--- src/rtl/rps_pkg.sv ---
package rps_pkg;

    // Controller states: IDLE presents nothing, RESULT presents a fresh result.
    typedef enum logic [0:0] {
        ST_IDLE   = 1'b0,
        ST_RESULT = 1'b1
    } rps_state_e;

    localparam int unsigned RPS_LANES = 2;

endpackage

--- src/rtl/rps_minuend_sel.sv ---
module rps_minuend_sel #(
    parameter int unsigned W = 32
) (
    input  logic         pack_mode,
    input  logic [W-1:0] acc,
    input  logic [W-1:0] min_lo_in,
    input  logic [W-1:0] min_hi_in,
    output logic [W-1:0] min_lo,
    output logic [W-1:0] min_hi
);
    localparam int unsigned HW = W / 2;

    always_comb begin
        if (pack_mode) begin
            min_lo = {acc[HW-1:0], {HW{1'b0}}};
            min_hi = {acc[W-1:HW], {HW{1'b0}}};
        end else begin
            min_lo = min_lo_in;
            min_hi = min_hi_in;
        end
    end

endmodule

--- src/rtl/rps_lane.sv ---
module rps_lane #(
    parameter int unsigned W = 32
) (
    input  logic [W-1:0]   minuend,
    input  logic [W-1:0]   product,
    input  logic           sat_en,
    output logic [W/2-1:0] half,
    output logic           lane_ovf,
    output logic           lane_adv
);
    localparam int unsigned HW = W / 2;
    localparam int unsigned XW = W + 2;
    localparam logic [XW-1:0] RND   = XW'(1) << (HW - 1);
    localparam logic [W-1:0]  POS_B = {1'b0, {(W-1){1'b1}}};
    localparam logic [W-1:0]  NEG_B = {1'b1, {(W-1){1'b0}}};

    logic [XW-1:0] m_x;
    logic [XW-1:0] p_x;
    logic [XW-1:0] sum;
    logic [2:0]    top;
    logic [W-1:0]  clamped;

    always_comb begin
        m_x      = {{2{minuend[W-1]}}, minuend};
        p_x      = {{2{product[W-1]}}, product};
        sum      = m_x - p_x + RND;
        top      = sum[XW-1:W-1];
        // In range only if the top three bits all agree.
        lane_ovf = !((&top) || (~|top));
        lane_adv = sum[W-1] ^ sum[W-2];
        if (sat_en && lane_ovf) begin
            clamped = sum[XW-1] ? NEG_B : POS_B;
        end else begin
            clamped = sum[W-1:0];
        end
        half = clamped[W-1:HW];
    end

endmodule

--- src/rtl/rps_ctrl.sv ---
module rps_ctrl #(
    parameter int unsigned W = 32
) (
    input  logic         clk,
    input  logic         rst,
    input  logic         op_valid,
    input  logic         sticky_clr,
    input  logic [W-1:0] new_result,
    input  logic         new_ovf,
    input  logic         new_adv,
    output logic         out_valid,
    output logic [W-1:0] result,
    output logic         ovf,
    output logic         adv_ovf,
    output logic         ovf_sticky,
    output logic         adv_sticky
);
    import rps_pkg::*;

    rps_state_e state_q;
    rps_state_e state_d;

    always_comb begin
        state_d = state_q;
        unique case (state_q)
            ST_IDLE:   state_d = op_valid ? ST_RESULT : ST_IDLE;
            ST_RESULT: state_d = op_valid ? ST_RESULT : ST_IDLE;
            default:   state_d = ST_IDLE;
        endcase
    end

    // State register
    always_ff @(posedge clk) begin
        if (rst) begin
            state_q <= ST_IDLE;
        end else begin
            state_q <= state_d;
        end
    end

    // Output registers
    always_ff @(posedge clk) begin
        if (rst) begin
            result     <= '0;
            ovf        <= 1'b0;
            adv_ovf    <= 1'b0;
            ovf_sticky <= 1'b0;
            adv_sticky <= 1'b0;
        end else begin
            if (op_valid) begin
                result  <= new_result;
                ovf     <= new_ovf;
                adv_ovf <= new_adv;
            end
            ovf_sticky <= (ovf_sticky & ~sticky_clr) | (op_valid & new_ovf);
            adv_sticky <= (adv_sticky & ~sticky_clr) | (op_valid & new_adv);
        end
    end

    assign out_valid = (state_q == ST_RESULT);

endmodule

--- src/rtl/rsub_pack_unit.sv ---
module rsub_pack_unit #(
    parameter int unsigned W = 32
) (
    input  logic           clk,
    input  logic           rst,
    input  logic           op_valid,
    input  logic           sat_en,
    input  logic           pack_mode,
    input  logic [2*W-1:0] prod,
    input  logic [W-1:0]   min_lo,
    input  logic [W-1:0]   min_hi,
    input  logic [W-1:0]   acc,
    input  logic           sticky_clr,
    output logic           out_valid,
    output logic [W-1:0]   result,
    output logic           ovf,
    output logic           adv_ovf,
    output logic           ovf_sticky,
    output logic           adv_sticky
);
    import rps_pkg::*;

    localparam int unsigned HW = W / 2;

    logic [W-1:0]         sel_lo;
    logic [W-1:0]         sel_hi;
    logic [W-1:0]         mins  [RPS_LANES];
    logic [HW-1:0]        halves[RPS_LANES];
    logic [RPS_LANES-1:0] l_ovf;
    logic [RPS_LANES-1:0] l_adv;
    logic [W-1:0]         packed_res;

    rps_minuend_sel #(.W(W)) u_sel (
        .pack_mode (pack_mode),
        .acc       (acc),
        .min_lo_in (min_lo),
        .min_hi_in (min_hi),
        .min_lo    (sel_lo),
        .min_hi    (sel_hi)
    );

    assign mins[0] = sel_lo;
    assign mins[1] = sel_hi;

    for (genvar g = 0; g < RPS_LANES; g++) begin : g_lane
        rps_lane #(.W(W)) u_lane (
            .minuend  (mins[g]),
            .product  (prod[g*W +: W]),
            .sat_en   (sat_en),
            .half     (halves[g]),
            .lane_ovf (l_ovf[g]),
            .lane_adv (l_adv[g])
        );
    end

    assign packed_res = {halves[1], halves[0]};

    rps_ctrl #(.W(W)) u_ctrl (
        .clk        (clk),
        .rst        (rst),
        .op_valid   (op_valid),
        .sticky_clr (sticky_clr),
        .new_result (packed_res),
        .new_ovf    (|l_ovf),
        .new_adv    (|l_adv),
        .out_valid  (out_valid),
        .result     (result),
        .ovf        (ovf),
        .adv_ovf    (adv_ovf),
        .ovf_sticky (ovf_sticky),
        .adv_sticky (adv_sticky)
    );

endmodule

--- config.mk ---
export PLATFORM = sky130hd
export DESIGN_NAME = rsub_pack_unit
export DESIGN_NICKNAME = d
export VERILOG_FILES = /design/src/rtl/rps_pkg.sv /design/src/rtl/rps_minuend_sel.sv /design/src/rtl/rps_lane.sv /design/src/rtl/rps_ctrl.sv /design/src/rtl/rsub_pack_unit.sv
export SDC_FILE = /design/constraint.sdc
export NUM_CORES = 1
export LEC_CHECK = 0
export CAP_MARGIN = 40
export CORE_UTILIZATION = 54
export CTS_CLUSTER_DIAMETER = 120
export DETAILED_ROUTE_END_ITERATION = 8
export PLACE_DENSITY = 0.88
export REMOVE_ABC_BUFFERS = 1
export SLEW_MARGIN = 20
export SYNTH_ARGS = -nofsm -noshare
export SYNTH_HDL_FRONTEND = slang
export SYNTH_SLANG_ARGS = --single-unit
export TNS_END_PERCENT = 30
--- constraint.sdc ---
create_clock -name clk -period 11.7 [get_ports clk]
set_input_delay 2.34 -clock clk [delete_from_list [all_inputs] [get_ports clk]]
set_output_delay 2.34 -clock clk [all_outputs]
set_load 0.01 [all_outputs]
# ---- After elaboration in Yosys (flattened, before gate mapping)
# Index checks and enable logic that the tools add are counted.
dict set report totals {
  ff_bits 37
  latchBits 0
  ram_bits 0
  mem_bits_ro 0
  word_cells 40
  n_memories 0
}
dict set report classes {
  n_addsub 4
  n_mul 0
  div 0
  order_cmp 0
  n_eq_ne 0
  shifts 0
  mux 7
  bitwise_logic 9
  n_reduce_logical 14
}
# op count
set ops {}
lappend ops {{32-bit 2-to-1 mux} 6}
lappend ops {{34-bit by 16-bit adder with 34-bit output, second input constant} 2}
lappend ops {{32-bit by 32-bit subtractor with 33-bit output} 2}
lappend ops {{3-bit AND reduction} 2}
lappend ops {{3-bit OR reduction} 2}
lappend ops {{1-bit AND} 4}
lappend ops {{1-bit zero test} 4}
lappend ops {{2-bit OR reduction} 2}
lappend ops {{1-bit logical AND} 2}
lappend ops {{1-bit logical OR} 2}
lappend ops {{1-bit bitwise OR} 2}
lappend ops {{1-bit bitwise XOR} 2}
lappend ops {{1-bit 2-to-1 mux} 1}
lappend ops {{1-bit NOT} 1}

# ---- Longest topological paths before layout
dict set report logic_depth {
  word_depth 10
  mapped_depth 19
}

# ---- Cells and area by module
# Synthesis repeated with hierarchy kept, for this count alone.
dict set report hier_totals {
  hier_cells 824
  area_unflattened_um2 6821.5
}
# mod n_inst cells_each area_per_inst_um2
set by_module_without_submodules {}
lappend by_module_without_submodules {{rps_lane (g_lane[0].u_lane)} 1 307 2378.5}
lappend by_module_without_submodules {{rps_lane (g_lane[1].u_lane)} 1 324 2352.3}
lappend by_module_without_submodules {rps_ctrl 1 120 1331.3}
lappend by_module_without_submodules {rps_minuend_sel 1 71 747.0}
lappend by_module_without_submodules {rsub_pack_unit 1 2 12.5}

# ---- Least setup slack after synthesis
# OpenSTA, ideal clock, no wires.
dict set report synth_path {
  kind {in2reg}
  startpoint {input pack_mode}
  endpoint {register u_ctrl.result[26]}
  setup_ns 0.156
  arrival_time_ns 6.249
  required_ns 11.544
  slack_ns 5.295
  path_stages 17
  cell_sequence {buf_6 -> clkbuf_1 -> mux2_2 -> ha_1 -> a21oi_1 -> o21a_1 -> o221ai_1 -> a31o_1 -> a311oi_2 -> nand3b_1 -> or3_1 -> buf_2 -> nor4_4 -> o311ai_2 -> o211ai_2 -> buf_6 -> a311oi_2}
}
dict set report synth_between {
  elab_chain_cells 9
  word_cells_on_any_way 11
  classes_between {add/sub (2); mux (3); reduce/logical (6)}
}
# element line
set synth_lines {}
lappend synth_lines {{start: declaration} rsub_pack_unit.sv:8} ;# input logic pack_mode,
lappend synth_lines {{32-bit 2-to-1 mux (*)} rps_minuend_sel.sv:14} ;# if (pack_mode) begin
lappend synth_lines {{32-bit by 32-bit subtractor with 33-bit output (*)} rps_lane.sv:26} ;# sum = m_x - p_x + RND;
lappend synth_lines {{34-bit by 16-bit adder with 34-bit output (*)} rps_lane.sv:26}
lappend synth_lines {{3-bit OR reduction} rps_lane.sv:29} ;# lane_ovf = !((&top) || (~|top));
lappend synth_lines {{1-bit zero test} rps_lane.sv:29}
lappend synth_lines {{1-bit logical OR} rps_lane.sv:29}
lappend synth_lines {{1-bit zero test} rps_lane.sv:29}
lappend synth_lines {{1-bit logical AND} rps_lane.sv:31} ;# if (sat_en && lane_ovf) begin
lappend synth_lines {{32-bit 2-to-1 mux (*)} rps_lane.sv:31}
lappend synth_lines {{end signal: assignment} rps_ctrl.sv:51} ;# result <= new_result;
lappend synth_lines {{end: declaration} rps_ctrl.sv:12} ;# output logic [W-1:0] result,
# Every way passes the cells marked *; elsewhere a longest branch is shown, timed or not.
# A chain may end at the register's enable or synchronous reset.

# ---- Worst setup path after layout
dict set report layout_path {
  startpoint {input pack_mode}
  endpoint {register u_ctrl.result[5]}
}
# The elaborated chain is that of the path after synthesis.

==> out/metrics.cfg <==
[status]
outcome = complete, no violations

[placed_design]
placedCellCount = 1297
place_ws_ps = 4420
dp_hpwl_um = 16800
portBuffers = 202
globalplace.congestion = 1.00

[sta]
final-setup-viol-count = 0
hold_violations = 0
timing.final.crit_share_pct = 60.6
fin_crit_ps = 7080
setup_slack_ps = 4620
finalClockSkew_ps = 0
rsz0062_at_grt = false
max_slew.worst_pin.slew_ps = 854
max_freq_mhz = 141
fin_setup_tns_ps = 0
slew_viol_final = 0
worst_slew_margin_rel_pct = 43.0

[power]
clkPwrFrac_pct = 18.4
power.internal_mw = 0.492
switching_share_pct = 42.2
switching_power_mw = 0.359
power_frac_comb_pct = 63.4
p_seq_share_pct = 18.2
leakagePower_nw = 3.77
peakVddDrop_mv = 0.0684
finalPower_mw = 0.851
power.density_nw_per_um2 = 91.4

[synthesis]
synthArstFlopShare_pct = 0
yosys-top-cells-area = ha_1, dfxtp_1, mux2_2, a21oi_1, nor2_1
synth_edf_count = 0
synthAdderAreaFrac_pct = 12.4
synth_xor_area_share_pct = 6.68
ys_warn_count = 0
yosysMostFrequentCell = nor2_1
yosysTopAreaCellShare_pct = 12.4
synth-seq-cells = 37
synth_cell_types = 94
avgSynthCellArea_sq_um = 7.41
ys.flop_type = dfxtp_1
synth_area_sq_um = 7070
synth-compound-area-share_pct = 31.4
yosys.area_share.simple_pct = 26.5
synth_commonest_cells = nor2_1, inv_1, nand2_1, a21oi_1, ha_1
synth_top_family_by_area = compound AO/OA/AOI/OAI gates
yosysSeqAreaShare_pct = 10.5
yosys.area.top_type = ha_1
synthMuxAreaShare_pct = 5.53
synthCells = 954

[detailed_routing]
ant_nets = 0
routedWlPerCell_um = 15.9
drc = 0
vias = 7868
initialDrtViolationCount = 711
wl_um = 20800
viasPerCell = 6.03
firstDrtPassIters = 5

[worst_hold_path]
min_from = u_ctrl.result[8]
hold-path-endpoint = u_ctrl.result[8]
holdPathStages = 2
hp-class = flip-flop to flip-flop

[final_layout]
areaGrowthSynthToFinish_pct = 31.8
finalNonFillerCells = 1305
ff_latch_area_sq_um = 741
multiInputGateArea_sq_um = 5830
final_nets = 1368
fillers = 1022
antenna_cells = 0
drive_gt1_share_pct = 9.53

[setup_path]
start_kind = primary input
required_ps = 11810
r2r-end = u_ctrl.adv_sticky
path_cells = buf_2 > buf_4 > mux2_2 > ha_1 > nand2_1 > o21ai_0 > or2_2 > nand3b_1 > nor3b_1 > and2_1 > nand4_1 > and4b_1 > and3_1 > a211o_1 > a21o_1 > a311oi_1
end_kind = flip-flop
critical_path_class = primary input to flip-flop
worstPathMaxFanout = 64
arrival_ps = 7190
path_delay_family = simple AND/OR/NAND/NOR gates
r2r_setup_slack_ps = 10730
rr_startpoint = u_ctrl.adv_sticky
crit_path_max_incr_delay_ps = 590
cp_slowest_cell = buf_4
critical_path_buf_inv_count = 2
reg2regPathDepth = 2

[global_route]
grt_pass1_wl_um = 33800
antenna_found_initial = 0
grt_max_degree = 65
grtUsageTotal_pct = 30.7
globalRouteOverflowTotal = 0
grt_pass1_vias = 7206

[floorplan]
start_util_pct = 55.8
core_sq_um = 12700
die_h_um = 116
ios = 203
fp-row-count = 41
design.die.area_sq_um = 13500
fp.dieW_um = 116

[clock_network]
numCtsBuffers = 5
clk_pin_slew_ps = 50
clkSinkCount = 37
cts_buffer_depth = 2
cts-root-buf = clkbuf_16
cts_tree = done
ctsResizeCount = 0
postCtsSetupRepairBufs = 0
htreeDepth = 2
cts_hold_buf = 0
worstSkewPairLatency_ps = 280

[run]
maxCapViolCount = 0

final cells by class:
class | count | area share, %
Clock inverter | 1 | 0.322
Multi-Input combinational cell | 798 | 62.6
Timing Repair Buffer | 206 | 21.9
Clock buffer | 7 | 1.53
Sequential cell | 37 | 7.95
Tap cell | 172 | 2.31
Inverter | 84 | 3.39
kinds of logic (layout without fill, tap and decap cells):
logic type,after synthesis,count (layout)
AO/OA/AOI/OAI,282,282
multiplexers,35,35
AND/OR/NAND/NOR,358,358
flip-flops,37,37
adder cells (fa/ha/maj),70,70
buffers and inverters,119,298
XOR/XNOR,53,53
worst min-delay path, delay by kind of cell, from the launching register on:
kind / cells / cell delay [ps]
AO/OA/AOI/OAI: 1 / 50
flip-flops: 1 / 310
AND/OR/NAND/NOR: 1 / 90
stage by stage:
step                util [%]  hold slack [ps]  instance area, sq um
floorplan                  -              477                  6880
global placement        72.1              448                  9130
detailed placement      72.1              462                  9140
CTS                     73.5              492                  9310
global route            73.5              512                  9310
finish                  73.5              497                  9310
power by group through the flow:
stage,Clock (mW),Sequential [mW],Combinational (mW)
2_1_floorplan,0,0.164,0.336
3_3_place_gp,0,0.156,0.515
3_5_place_dp,0,0.157,0.525
4_1_cts,0.156,0.155,0.531
5_1_grt,0.162,0.156,0.587
6_report,0.157,0.155,0.539
worst max path at each step:
stage,startpoint,to,cells past startpoint
finish,pack_mode,u_ctrl.result[5],16
global route,pack_mode,u_ctrl.result[24],16
CTS,pack_mode,u_ctrl.result[18],14
detailed placement,pack_mode,u_ctrl.result[24],16
global placement,pack_mode,u_ctrl.result[17],16
floorplan,pack_mode,u_ctrl.result[17],14
cell usage in the layout (no fill, tap or decap), types with 24 or more instances in the layout:
| master | synthesis | routed |
|---|---|---|
| nor2b_1 | 37 | 37 |
| xor2_1 | 25 | 25 |
| clkdlybuf4s50_1 | 0 | 200 |
| o21ai_0 | 36 | 36 |
| nand2_1 | 79 | 79 |
| xnor2_1 | 27 | 27 |
| dfxtp_1 | 37 | 37 |
| mux2_2 | 32 | 32 |
| nor2_1 | 92 | 92 |
| ha_1 | 70 | 70 |
| a21oi_1 | 70 | 70 |
| inv_1 | 84 | 84 |
| nand4_1 | 24 | 24 |
| nand3_1 | 28 | 28 |
state kept, by name, indices dropped and copies added, names as in the netlist:
| name | count |
|---|---|
| u_ctrl.adv_ovf | 1 |
| u_ctrl.adv_sticky | 1 |
| u_ctrl.out_valid | 1 |
| u_ctrl.ovf | 1 |
| u_ctrl.ovf_sticky | 1 |
| u_ctrl.result | 32 |
routing by layer:
| metal | up-vias | share of wire (%) | global-route usage (%) | wire length [um] |
|---|---|---|---|---|
| met5 | - | 0 | 0 | 0 |
| met4 | 0 | 1.7 | 6.50 | 358 |
| met3 | 30 | 7.8 | 3.27 | 1620 |
| met2 | 379 | 46 | 53.1 | 9550 |
| met1 | 3586 | 44 | 41.1 | 9230 |
| li1 | 3873 | - | - | - |
Note: power is estimated with default switching activity, not from simulation.
